## src/rtl/cfg_hdr_pkg.sv

```systemverilog
package cfg_hdr_pkg;

    localparam int NUM_BAR = 6;
    localparam int DW      = 32;

    localparam logic [DW-1:0] CMD_IMPL    = 32'h0000_021F;
    localparam logic [DW-1:0] STATUS_BASE = 32'h00A0_0000;
    localparam logic [DW-1:0] CAP_FLAG    = 32'h0010_0000;
    localparam logic [DW-1:0] PIN_A_WORD  = 32'h0000_0100;
    localparam int            IO_MIN_LEN  = 4;
    localparam int            MEM_MIN_LEN = 4096;

    typedef enum logic [5:0] {
        DW_IDENT  = 6'h00,
        DW_CMD    = 6'h01,
        DW_CLASS  = 6'h02,
        DW_BAR0   = 6'h04,
        DW_BAR5   = 6'h09,
        DW_SUBSYS = 6'h0B,
        DW_INTR   = 6'h0F
    } cfg_dw_e;

    typedef struct packed {
        logic [DW-1:0] data;
        logic [DW-1:0] mask;
    } cfg_wr_t;

    function automatic logic [DW-1:0] be_to_mask(input logic [3:0] be);
        logic [DW-1:0] m;
        for (int k = 0; k < 4; k++) begin
            m[8*k +: 8] = {8{be[k]}};
        end
        return m;
    endfunction

    function automatic logic [DW-1:0] merge(input logic [DW-1:0] old_v,
                                            input cfg_wr_t     w);
        return (old_v & ~w.mask) | (w.data & w.mask);
    endfunction

    // Raw size to effective size: kind minimum, then next power of two.
    function automatic logic [DW-1:0] norm_len(input logic is_io,
                                               input logic [DW-1:0] raw);
        logic [DW-1:0] l;
        if (raw == '0) begin
            return '0;
        end
        l = raw;
        if (is_io && l < DW'(IO_MIN_LEN)) begin
            l = DW'(IO_MIN_LEN);
        end
        if (!is_io && l < DW'(MEM_MIN_LEN)) begin
            l = DW'(MEM_MIN_LEN);
        end
        l = l - 1'b1;
        l = l | (l >> 1);
        l = l | (l >> 2);
        l = l | (l >> 4);
        l = l | (l >> 8);
        l = l | (l >> 16);
        return l + 1'b1;
    endfunction

    function automatic logic [DW-1:0] low_clear(input logic is_io);
        return is_io ? 32'hFFFF_FFF0 : 32'hFFFF_FFFC;
    endfunction

endpackage

```

## src/rtl/cfg_cmd_reg.sv

```systemverilog
module cfg_cmd_reg
    import cfg_hdr_pkg::*;
(
    input  logic          clk,
    input  logic          rst,
    input  logic          we,
    input  cfg_wr_t       wr,
    output logic [DW-1:0] cmd_q
);
    always_ff @(posedge clk) begin
        if (rst) begin
            cmd_q <= '0;
        end else if (we) begin
            cmd_q <= merge(cmd_q, wr) & CMD_IMPL;
        end
    end
endmodule

```

## src/rtl/cfg_bar_slot.sv

```systemverilog
module cfg_bar_slot
    import cfg_hdr_pkg::*;
#(
    parameter logic          IS_IO   = 1'b0,
    parameter logic [31:0]   RAW_LEN = 32'd4096
) (
    input  logic          clk,
    input  logic          rst,
    input  logic          we,
    input  cfg_wr_t       wr,
    output logic [DW-1:0] base_q,
    output logic [DW-1:0] rd_word
);
    localparam logic [DW-1:0] LEN      = norm_len(IS_IO, RAW_LEN);
    localparam logic          PRESENT  = (LEN != '0);
    localparam logic [DW-1:0] ALIGN    = PRESENT ? ~(LEN - 1'b1) : '0;
    localparam logic [DW-1:0] TYPE_BIT = {{(DW-1){1'b0}}, IS_IO};

    cfg_wr_t wr_clr;

    always_comb begin
        wr_clr      = wr;
        wr_clr.data = wr.data & low_clear(IS_IO);
    end

    always_ff @(posedge clk) begin
        if (rst) begin
            base_q <= '0;
        end else if (we && PRESENT) begin
            base_q <= merge(base_q, wr_clr) & ALIGN;
        end
    end

    assign rd_word = PRESENT ? (base_q | TYPE_BIT) : '0;
endmodule

```

## src/rtl/cfg_irq_unit.sv

```systemverilog
module cfg_irq_unit
    import cfg_hdr_pkg::*;
(
    input  logic       clk,
    input  logic       rst,
    input  logic       we,
    input  cfg_wr_t    wr,
    input  logic [4:0] dev_num,
    output logic [7:0] line_q,
    output logic [7:0] route
);
    logic [DW-1:0] merged;

    assign merged = merge({24'h0, line_q}, wr);

    always_ff @(posedge clk) begin
        if (rst) begin
            line_q <= '0;
        end else if (we) begin
            line_q <= merged[7:0];
        end
    end

    assign route = 8'd16 + {3'b000, dev_num % 5'd4};
endmodule

```

## src/rtl/cfg_header.sv

```systemverilog
module cfg_header
    import cfg_hdr_pkg::*;
#(
    parameter logic [31:0]          VENDOR_DEVICE = 32'hABCD_0042,
    parameter logic [31:0]          CLASS_REV     = 32'h0200_0001,
    parameter logic [31:0]          SUBSYS        = 32'h0042_ABCD,
    parameter logic                 HAS_CAP       = 1'b1,
    parameter logic [NUM_BAR-1:0]   BAR_IO        = 6'b000101,
    parameter logic [NUM_BAR*32-1:0] BAR_LEN      = {32'd0, 32'd0, 32'd100,
                                                    32'd3, 32'd5000, 32'd32}
) (
    input  logic                   clk,
    input  logic                   rst,
    input  logic                   req_valid,
    input  logic                   req_write,
    input  logic [5:0]             req_dw,
    input  logic [31:0]            req_wdata,
    input  logic [3:0]             req_be,
    input  logic [4:0]             dev_num,
    output logic                   rsp_valid,
    output logic [31:0]            rsp_data,
    output logic                   mem_en,
    output logic                   io_en,
    output logic [NUM_BAR*32-1:0]  bar_base,
    output logic [7:0]             irq_route
);
    localparam logic [DW-1:0] CMD_FIXED = STATUS_BASE | (HAS_CAP ? CAP_FLAG : '0);

    cfg_wr_t       wr;
    logic          wr_fire;
    logic          cmd_we;
    logic          line_we;
    logic [DW-1:0] cmd_q;
    logic [7:0]    line_q;
    logic [DW-1:0] bar_rd [NUM_BAR];
    logic [DW-1:0] rd_mux;
    logic [5:0]    bar_off;

    assign wr.data = req_wdata;
    assign wr.mask = be_to_mask(req_be);
    assign wr_fire = req_valid && req_write;
    assign cmd_we  = wr_fire && (req_dw == DW_CMD);
    assign line_we = wr_fire && (req_dw == DW_INTR);
    assign bar_off = req_dw - DW_BAR0;

    cfg_cmd_reg u_cmd (
        .clk   (clk),
        .rst   (rst),
        .we    (cmd_we),
        .wr    (wr),
        .cmd_q (cmd_q)
    );

    for (genvar i = 0; i < NUM_BAR; i++) begin : g_bar
        logic bar_we;
        assign bar_we = wr_fire && (req_dw == 6'(DW_BAR0 + i));
        cfg_bar_slot #(
            .IS_IO   (BAR_IO[i]),
            .RAW_LEN (BAR_LEN[32*i +: 32])
        ) u_slot (
            .clk     (clk),
            .rst     (rst),
            .we      (bar_we),
            .wr      (wr),
            .base_q  (bar_base[32*i +: 32]),
            .rd_word (bar_rd[i])
        );
    end

    cfg_irq_unit u_irq (
        .clk     (clk),
        .rst     (rst),
        .we      (line_we),
        .wr      (wr),
        .dev_num (dev_num),
        .line_q  (line_q),
        .route   (irq_route)
    );

    always_comb begin
        rd_mux = '0;
        if (req_dw >= DW_BAR0 && req_dw <= DW_BAR5) begin
            rd_mux = bar_rd[bar_off[2:0]];
        end else begin
            case (req_dw)
                DW_IDENT:  rd_mux = VENDOR_DEVICE;
                DW_CMD:    rd_mux = CMD_FIXED | cmd_q;
                DW_CLASS:  rd_mux = CLASS_REV;
                DW_SUBSYS: rd_mux = SUBSYS;
                DW_INTR:   rd_mux = PIN_A_WORD | {24'h0, line_q};
                default:   rd_mux = '0;
            endcase
        end
    end

    always_ff @(posedge clk) begin
        if (rst) begin
            rsp_valid <= 1'b0;
            rsp_data  <= '0;
        end else begin
            rsp_valid <= req_valid && !req_write;
            if (req_valid && !req_write) begin
                rsp_data <= rd_mux;
            end
        end
    end

    assign mem_en = cmd_q[1];
    assign io_en  = cmd_q[0];
endmodule

```

## config.mk

```make
export PLATFORM = sky130hd
export DESIGN_NAME = cfg_header
export DESIGN_NICKNAME = d
export VERILOG_FILES = /design/src/rtl/cfg_hdr_pkg.sv /design/src/rtl/cfg_cmd_reg.sv /design/src/rtl/cfg_bar_slot.sv /design/src/rtl/cfg_irq_unit.sv /design/src/rtl/cfg_header.sv
export SDC_FILE = /design/constraint.sdc
export NUM_CORES = 1
export LEC_CHECK = 0
export BUFFER_PORTS_ARGS = -buffer_cell sky130_fd_sc_hd__clkbuf_2
export CORE_AREA = 2 2 141 143
export DETAILED_ROUTE_END_ITERATION = 12
export DIE_AREA = 0 0 143 145
export GPL_TIMING_DRIVEN = 0
export HOLD_SLACK_MARGIN = 0.03
export PLACE_DENSITY = 0.67
export SETUP_SLACK_MARGIN = 0.2
export SLEW_MARGIN = 0
export SYNTH_ARGS = -nofsm -noshare
export SYNTH_HDL_FRONTEND = slang
export SYNTH_SLANG_ARGS = --single-unit
```

## constraint.sdc

```tcl
create_clock -name clk -period 2.9 [get_ports clk]
set_input_delay 0.435 -clock clk [delete_from_list [all_inputs] [get_ports clk]]
set_output_delay 0.435 -clock clk [all_outputs]
set_load 0.02 [all_outputs]
```

# Word-level counts from Yosys, hierarchy flattened
# Index checks and enable logic that the tools add are counted.
# totals
inputBits	51
register_bits	143
wordCells	54
# classes
magnitude_cmp	3
add_sub_neg	2
reduce_logical	11
n_mux	5
bitwise	17
n_eq_ne	8
# ops
operator	n
AND 32 bit	6
one-hot mux 32 bit (5 select lines)	1
bitwise OR 32 bit	4
binary-select mux 32 bit (select 3 bit)	1
two-way mux 32 bit	3
NOT 32 bit	1
== test 6 x 3 -> 1 bit (second input constant)	4
AND 10 bit	2
== test 6 x 4 -> 1 bit (second input constant)	2
bitwise OR 10 bit	1
logical AND 1 bit	9
AND 8 bit	1
bitwise OR 8 bit	1
adder 5 x 2 -> 6 bit (first input constant)	1
== test 6 x 1 -> 1 bit (second input constant)	1
== test 6 x 2 -> 1 bit (second input constant)	1
greater-or-equal comparator 6 x 3 -> 1 bit (second input constant)	1
less-or-equal comparator 6 x 4 -> 1 bit (second input constant)	1
logical NOT 6 bit	1
greater-or-equal comparator 4 bit (second input constant)	1
NOT 3 -> 4 bit	1
subtractor 3 bit (second input constant)	1
logical NOT 1 bit	1

# Longest topological paths before layout
# Gate-level depths: netlist (run 1).
# depth
depth_word	6
depth_mapped	7

# Cells and area by module
# From an unflattened synthesis (run 1), not the netlist that was laid out.
# unflattened
hier_cells	1149
area_unflattened_um2	10525.1
# by_module_without_submodules
mod	seq_area_each_um2	instances	area_each_um2	cells_each
cfg_header	660.6	1	3208.1	344
cfg_bar_slot (g_bar[0].u_slot)	540.5	1	1527.7	156
cfg_bar_slot (g_bar[2].u_slot)	600.6	1	1502.7	163
cfg_bar_slot (g_bar[3].u_slot)	400.4	1	1265.0	131
cfg_bar_slot (g_bar[1].u_slot)	380.4	1	1188.6	128
cfg_bar_slot (g_bar[4].u_slot ...)	0.0	2	484.2	65
cfg_cmd_reg	120.1	1	450.4	52
cfg_irq_unit	160.2	1	414.1	45

# Worst setup path before layout (run 1)
# Ideal clock, no wire load.
# synth_timing
path_kind	input port to flip-flop
start	in req_dw[3]
end	reg (tool-made name)
slack_ps	807
t_arrival_ps	1966
t_required_ps	2772
path_buffers	2
path_stages	6
setup_ps	128
path_cell_list	or4b_1 buf_6 buf_12 nor3_4 mux2i_1 nor2_1
# synth_lines
item	line	text
start, declared	cfg_header.sv:16	input logic [5:0] req_dw,

# Worst setup path in the final report (run 1)
# layout_timing
start	in req_dw[1]
end	reg rsp_data[6]
# layout_between
elab_chain_cells	6
elab_cells_between_ends	15
cone_classes	add/sub (1); order compare (2); eq/ne (4); mux (5); bitwise (1); reduce/logical (2)
# layout_lines
item	line	text
subtractor 3 bit	cfg_header.sv:44	assign bar_off = req_dw - DW_BAR0;
NOT 3 -> 4 bit (not written as such)	cfg_header.sv:83	rd_mux = bar_rd[bar_off[2:0]];
binary-select mux 32 bit (select 3 bit)	cfg_header.sv:83	
two-way mux 32 bit (not written as such) (2 in a row)	cfg_header.sv:83	
two-way mux 32 bit (*)	cfg_header.sv:82	if (req_dw >= DW_BAR0 && req_dw <= DW_BAR5) begin
end signal, assigned	cfg_header.sv:103	rsp_data <= rd_mux;
end, declared	cfg_header.sv:21	output logic [31:0] rsp_data,
# Every way passes the cells marked *; elsewhere a longest branch is shown, timed or not. The select of a mux whose other input is x is not followed.
# A chain may end at the register's enable or synchronous reset.

==> impl_metrics.tcl, run 1 <==
set metrics [dict create \
    status "completed" \
    ys_top_cells_by_area "dfxtp_1, mux2i_1, buf_4, nor2_1, mux4_2" \
    insertion_delay_ns 0.42 \
    cts_tree "built" \
    dieArea_um2 20700 \
    cts.clk_slew.worst_paths_ns 0.06 \
    ys_warn_count 0 \
    vias_per_cell 4.49 \
    grt_overflow 0 \
    track_usage 0.199 \
    dieHeight_um 145 \
    finalCritPeriodShare 0.830 \
    grt_pass1_wl_um 31100 \
    post_cts_buffers 0 \
    grt_max_degree 17 \
    crit_required_ns 3.14 \
    synth-seq-cells 143 \
    die_w_um 143 \
    clk_path_buf_depth 2 \
    cts_sinks 143 \
    post-place-ws_ns 0.111 \
    synth.top_cell.area_share 0.422 \
    post-route-worst-setup-slack_ns 0.492 \
    synthToLayoutAreaGrowth_pct 32.8 \
    cp_slowest_cell "a31oi_1" \
    period_minus_slack_ns 2.41 \
    start_util 0.353 \
    rrSetupSlack_ns 1.58 \
    max_freq_mhz 415 \
    firstDrtPassIters 5 \
    maxSlewHeadroom 0.162 \
    tns_ns 0 \
    vdd_ir_drop_max_v 0.000334 \
    grt_pass1_vias 5288 \
    drv_cap 0 \
    fin_util 0.469 \
    critical_path_class "in -> reg" \
    worstPathCellList "clkbuf_2 > buf_2 > clkbuf_1 > nor2_1 > a31oi_1 > a311oi_1" \
    crit_path_end_kind "register" \
    worstPathMaxFanout 10 \
    p_leak_nw 4.03 \
    avgSynthCellArea_um2 9.87 \
    async_flop_share 0 \
    rsz0062_at_grt "false" \
    slowest_delay_ns 0.96 \
    gp_congestion 0.815 \
    hold_buffers 0 \
    dp_hpwl_um 15600 \
    cts_inserted_buffers 17 \
    rows 51 \
    yosysTopAreaCell "dfxtp_1" \
    grt_antenna_before_repair 1 \
    finalSetupViolCount 0 \
    synth_enable_flop_cells 0 \
    wl_per_cell_um 16.5 \
    pin_count 286 \
    critical-path-top-delay-family "compound AO/OA/AOI/OAI gates" \
    cts_resized 0 \
    portBuffers 176 \
    hold_violations 0 \
    worstMarginPinSlew_ns 1.25 \
    routed_wl_um 20800 \
    cts_root_buffer "clkbuf_16" \
    critPathArrivalTime_ns 2.65 \
    cp_num_buf_inv 3 \
    syn-cell-area_um2 6780 \
    drive_gt1_frac 0.361 \
    drt_iter0_drc 301 \
    hold_class "in -> reg" \
    crit_path_start_kind "primary input" \
    core_area_um2 19200 \
    skew_ns 0.00673 \
    cts_htree_levels 4 \
    drc_errors 0 \
    final_nets 1033 \
    synth_cell_types 40 \
    seq_area_frac_synth 0.422 \
    antenna_left 0 \
    synthFlopType "dfxtp_1" \
    syn_inst 687 \
    p_per_area_nw_per_um2 537 \
    vias 5666 \
    drv_slew 0 \
]
tightest hold or removal path, delay by kind of cell:
kind	cells	cell delay, ns
AND/OR/NAND/NOR	1	0.05
buffers and inverters	1	0.09
AO/OA/AOI/OAI	1	0.05
power breakdown:
part / switching [mW] / internal, mW / total, mW
registers: 0.0125 / 1.99 / 2.00
logic: 0.355 / 0.184 / 0.540
clock network: 0.837 / 1.46 / 2.30
synth_stat cells, types with 2 or more instances:
cell / count
nand2b_1: 4
dfxtp_1: 143
or4_1: 2
conb_1: 2
nand2_1: 31
mux2_2: 6
clkbuf_1: 28
buf_4: 104
buf_1: 2
a211oi_1: 12
a22oi_1: 5
nor3_4: 8
nor3_1: 15
nor2_1: 138
nor3b_1: 2
nor3_2: 3
nor4_4: 3
o21ai_0: 6
nand3_1: 6
a221oi_1: 4
a21oi_1: 16
mux2i_1: 103
a31oi_1: 3
o21bai_1: 2
mux4_2: 19
a311oi_1: 3
buf_2: 4
final timing paths:
path	from	to	cells past startpoint
worst max-delay path	req_dw[1]	rsp_data[6]	6
worst min-delay path	req_wdata[11]	register	3
worst max register to register	register	rsp_data[23]	3
worst min register to register	register	register	2
cell families after synthesis:
family | synth area share
and+or+nand+nor | 0.159
other | 0.00111
muxes | 0.225
DFF | 0.422
buffers and inverters | 0.140
AOI/OAI and AO/OA | 0.0531
cell usage in the layout (no fill, tap or decap), types with 8 or more instances in the layout:
master / instances
a211oi_1: 12
a21oi_1: 16
buf_4: 104
clkbuf_1: 29
clkbuf_16: 17
clkbuf_2: 176
conb_1: 102
dfxtp_1: 143
mux2i_1: 103
mux4_2: 19
nand2_1: 31
nor2_1: 138
nor3_1: 15
nor3_4: 8
cell type report:
class                   instances  area, µm²
flip-flops and latches        143       2860
well taps                     265        332
fillers                      1863      10200
inverters                       1       3.75
clock inverters                 9        130
diodes                          1       2.50
multi-input cells             503       3360
clock buffers                  23        498
plain buffers                 140        945
repair buffers                176        881
metal layers:
metal | track usage | wire length, µm | vias up | share of wire
met1 | 0.248 | 8950 | 2641 | 0.43
li1 | - | - | 2760 | -
met5 | 0 | 0 | - | 0
met3 | 0.0591 | 1550 | 28 | 0.075
met2 | 0.328 | 9880 | 237 | 0.48
met4 | 0.0619 | 401 | 0 | 0.019
per-stage QoR:
step                instances  hold WS (ns)  power, mW  cell area (µm²)
global placement         1228         0.458       2.57             8370
detailed placement       1228         0.466       2.58             8370
floorplan                 787         0.455       2.43             7160
finish                   1261         0.248       4.84             9010
CTS                      1260         0.235       4.86             9000
global route             1260         0.261       5.00             9010
Power figures use the tool's default switching activity.
==> run 2: changes to the inputs <==
==> constraint.sdc (replaced) <==
create_clock -name clk -period 2.3 [get_ports clk]
set_input_delay 0.345 -clock clk [delete_from_list [all_inputs] [get_ports clk]]
set_output_delay 0.345 -clock clk [all_outputs]
set_load 0.02 [all_outputs]
==> run 2 against run 1 <==
Routed wire length down 0.14%. Register-to-register slack worse by 0.59 ns. Combinational power up 26%. Clock power up 26%. Power up 26%. Design area about the same. Clock skew up 0.0056 ns. Sequential cell count unchanged. Die area unchanged. Cell count unchanged. Largest power group unchanged.
==> impl_metrics.tcl, run 2 (synthesized netlist as in run 1, its figures left out) <==
set metrics [dict create \
    final_cell_mix "clkbuf_2, dfxtp_1, nor2_1" \
    gp_congestion 0.815 \
    worstMarginPinSlew_ns 0.890 \
    crit_path_end_kind "register" \
    portBuffers 176 \
    post-place-ws_ns -0.399 \
    grt_pass1_wl_um 31100 \
    dp_hpwl_um 15600 \
    cts.clk_slew.worst_paths_ns 0.06 \
    regArea_um2 2860 \
    crit_path_start_kind "primary input" \
    dp.cells 1228 \
    cts_root_buffer "clkbuf_16" \
    slowest_delay_ns 0.75 \
    critPathArrivalTime_ns 2.33 \
    clk_path_buf_depth 2 \
    pin_count 286 \
    period_minus_slack_ns 2.04 \
    final_cell_count_no_fill 1261 \
    cts_resized 1 \
    hold_class "in -> reg" \
    p_leak_nw 4.03 \
    grt_overflow 0 \
    firstDrtPassIters 4 \
    crit_required_ns 2.60 \
    insertion_delay_ns 0.43 \
    routed_wl_um 20700 \
    finalSetupViolCount 0 \
    grt_antenna_before_repair 1 \
    drc_errors 0 \
    worstPathMaxFanout 9 \
    antenna_left 0 \
    critical-path-top-delay-family "simple AND/OR/NAND/NOR gates" \
    hold_violations 0 \
    vias_per_cell 4.46 \
    wl_per_cell_um 16.5 \
    dieArea_um2 20700 \
    dpl_cell_area_um2 8370 \
    power.total_mw 6.10 \
    drv_cap 0 \
    layout_commonest_cell "clkbuf_2" \
    critical_path_class "in -> reg" \
    track_usage 0.199 \
    rows 51 \
    hold_buffers 0 \
    post-route-cell-area_um2 9020 \
    core_area_um2 19200 \
    worstPathCellList "clkbuf_2 > or4b_1 > buf_6 > nor4_4 > mux2i_1 > nor2_1" \
    cts_tree "built" \
    status "completed" \
    finalCritPeriodShare 0.886 \
    vias 5630 \
    post-route-worst-setup-slack_ns 0.263 \
    max_freq_mhz 491 \
    die_w_um 143 \
    fin_hold_ws_ns 0.162 \
    final_nets 1033 \
    vdd_ir_drop_max_v 0.000423 \
    rsz0062_at_grt "false" \
    post_cts_buffers 0 \
    drive_gt1_frac 0.362 \
    cts_htree_levels 4 \
    multi_input_area_um2 3360 \
    synthToLayoutAreaGrowth_pct 32.9 \
    start_util 0.353 \
    grt_pass1_vias 5294 \
    drv_slew 0 \
    maxSlewHeadroom 0.402 \
    nFillCells 1861 \
    skew_ns 0.0123 \
    cp_num_buf_inv 2 \
    drt_iter0_drc 277 \
    dieHeight_um 145 \
    cp_slowest_cell "nor4_4" \
    p_per_area_nw_per_um2 676 \
    cts_inserted_buffers 17 \
    cts_sinks 143 \
    grt_max_degree 17 \
]
==> run 2: area by class of cell <==
cell class,count,area share
multi-input cells,503,0.373
flip-flops and latches,143,0.318
plain buffers,140,0.105
repair buffers,176,0.0977
clock buffers,23,0.0552
well taps,265,0.0368
clock inverters,9,0.0144
inverters,1,0.000416
diodes,1,0.000278
==> run 2: worst paths after layout <==
check	slack, ns	cells past startpoint	from	endpoint
worst max-delay path	0.26	6	req_dw[5]	register
worst min-delay path	0.16	3	req_wdata[11]	register
worst max register to register	0.99	3	register	rsp_data[23]
worst min register to register	0.47	2	register	register
==> run 2: power by group <==
part | internal (mW) | switching, mW
Combinational | 0.233 | 0.446
Clock | 1.85 | 1.05
Sequential | 2.51 | 0.0159
==> run 2: worst register-to-register path, stage by stage, from the launching register on <==
cell and delay [ns]:
dfxtp_1 0.32, mux4_2 0.50, a221oi_1 0.28, nor3_1 0.07
==> run 2: layer usage <==
metal,track usage,share of wire,vias to the layer above
li1,-,-,2761
met4,0.0619,0.016,0
met3,0.0591,0.085,24
met1,0.247,0.42,2602
met5,0,0,-
met2,0.329,0.48,243
==> run 2: stage by stage <==
| stage | TNS (ns) | util |
|---|---|---|
| 5_1_grt | 0 | 0.469 |
| 4_1_cts | 0 | 0.469 |
| 2_1_floorplan | 0 | - |
| 6_report | 0 | 0.469 |
| 3_3_place_gp | -5.63 | 0.436 |
| 3_5_place_dp | -6.35 | 0.436 |
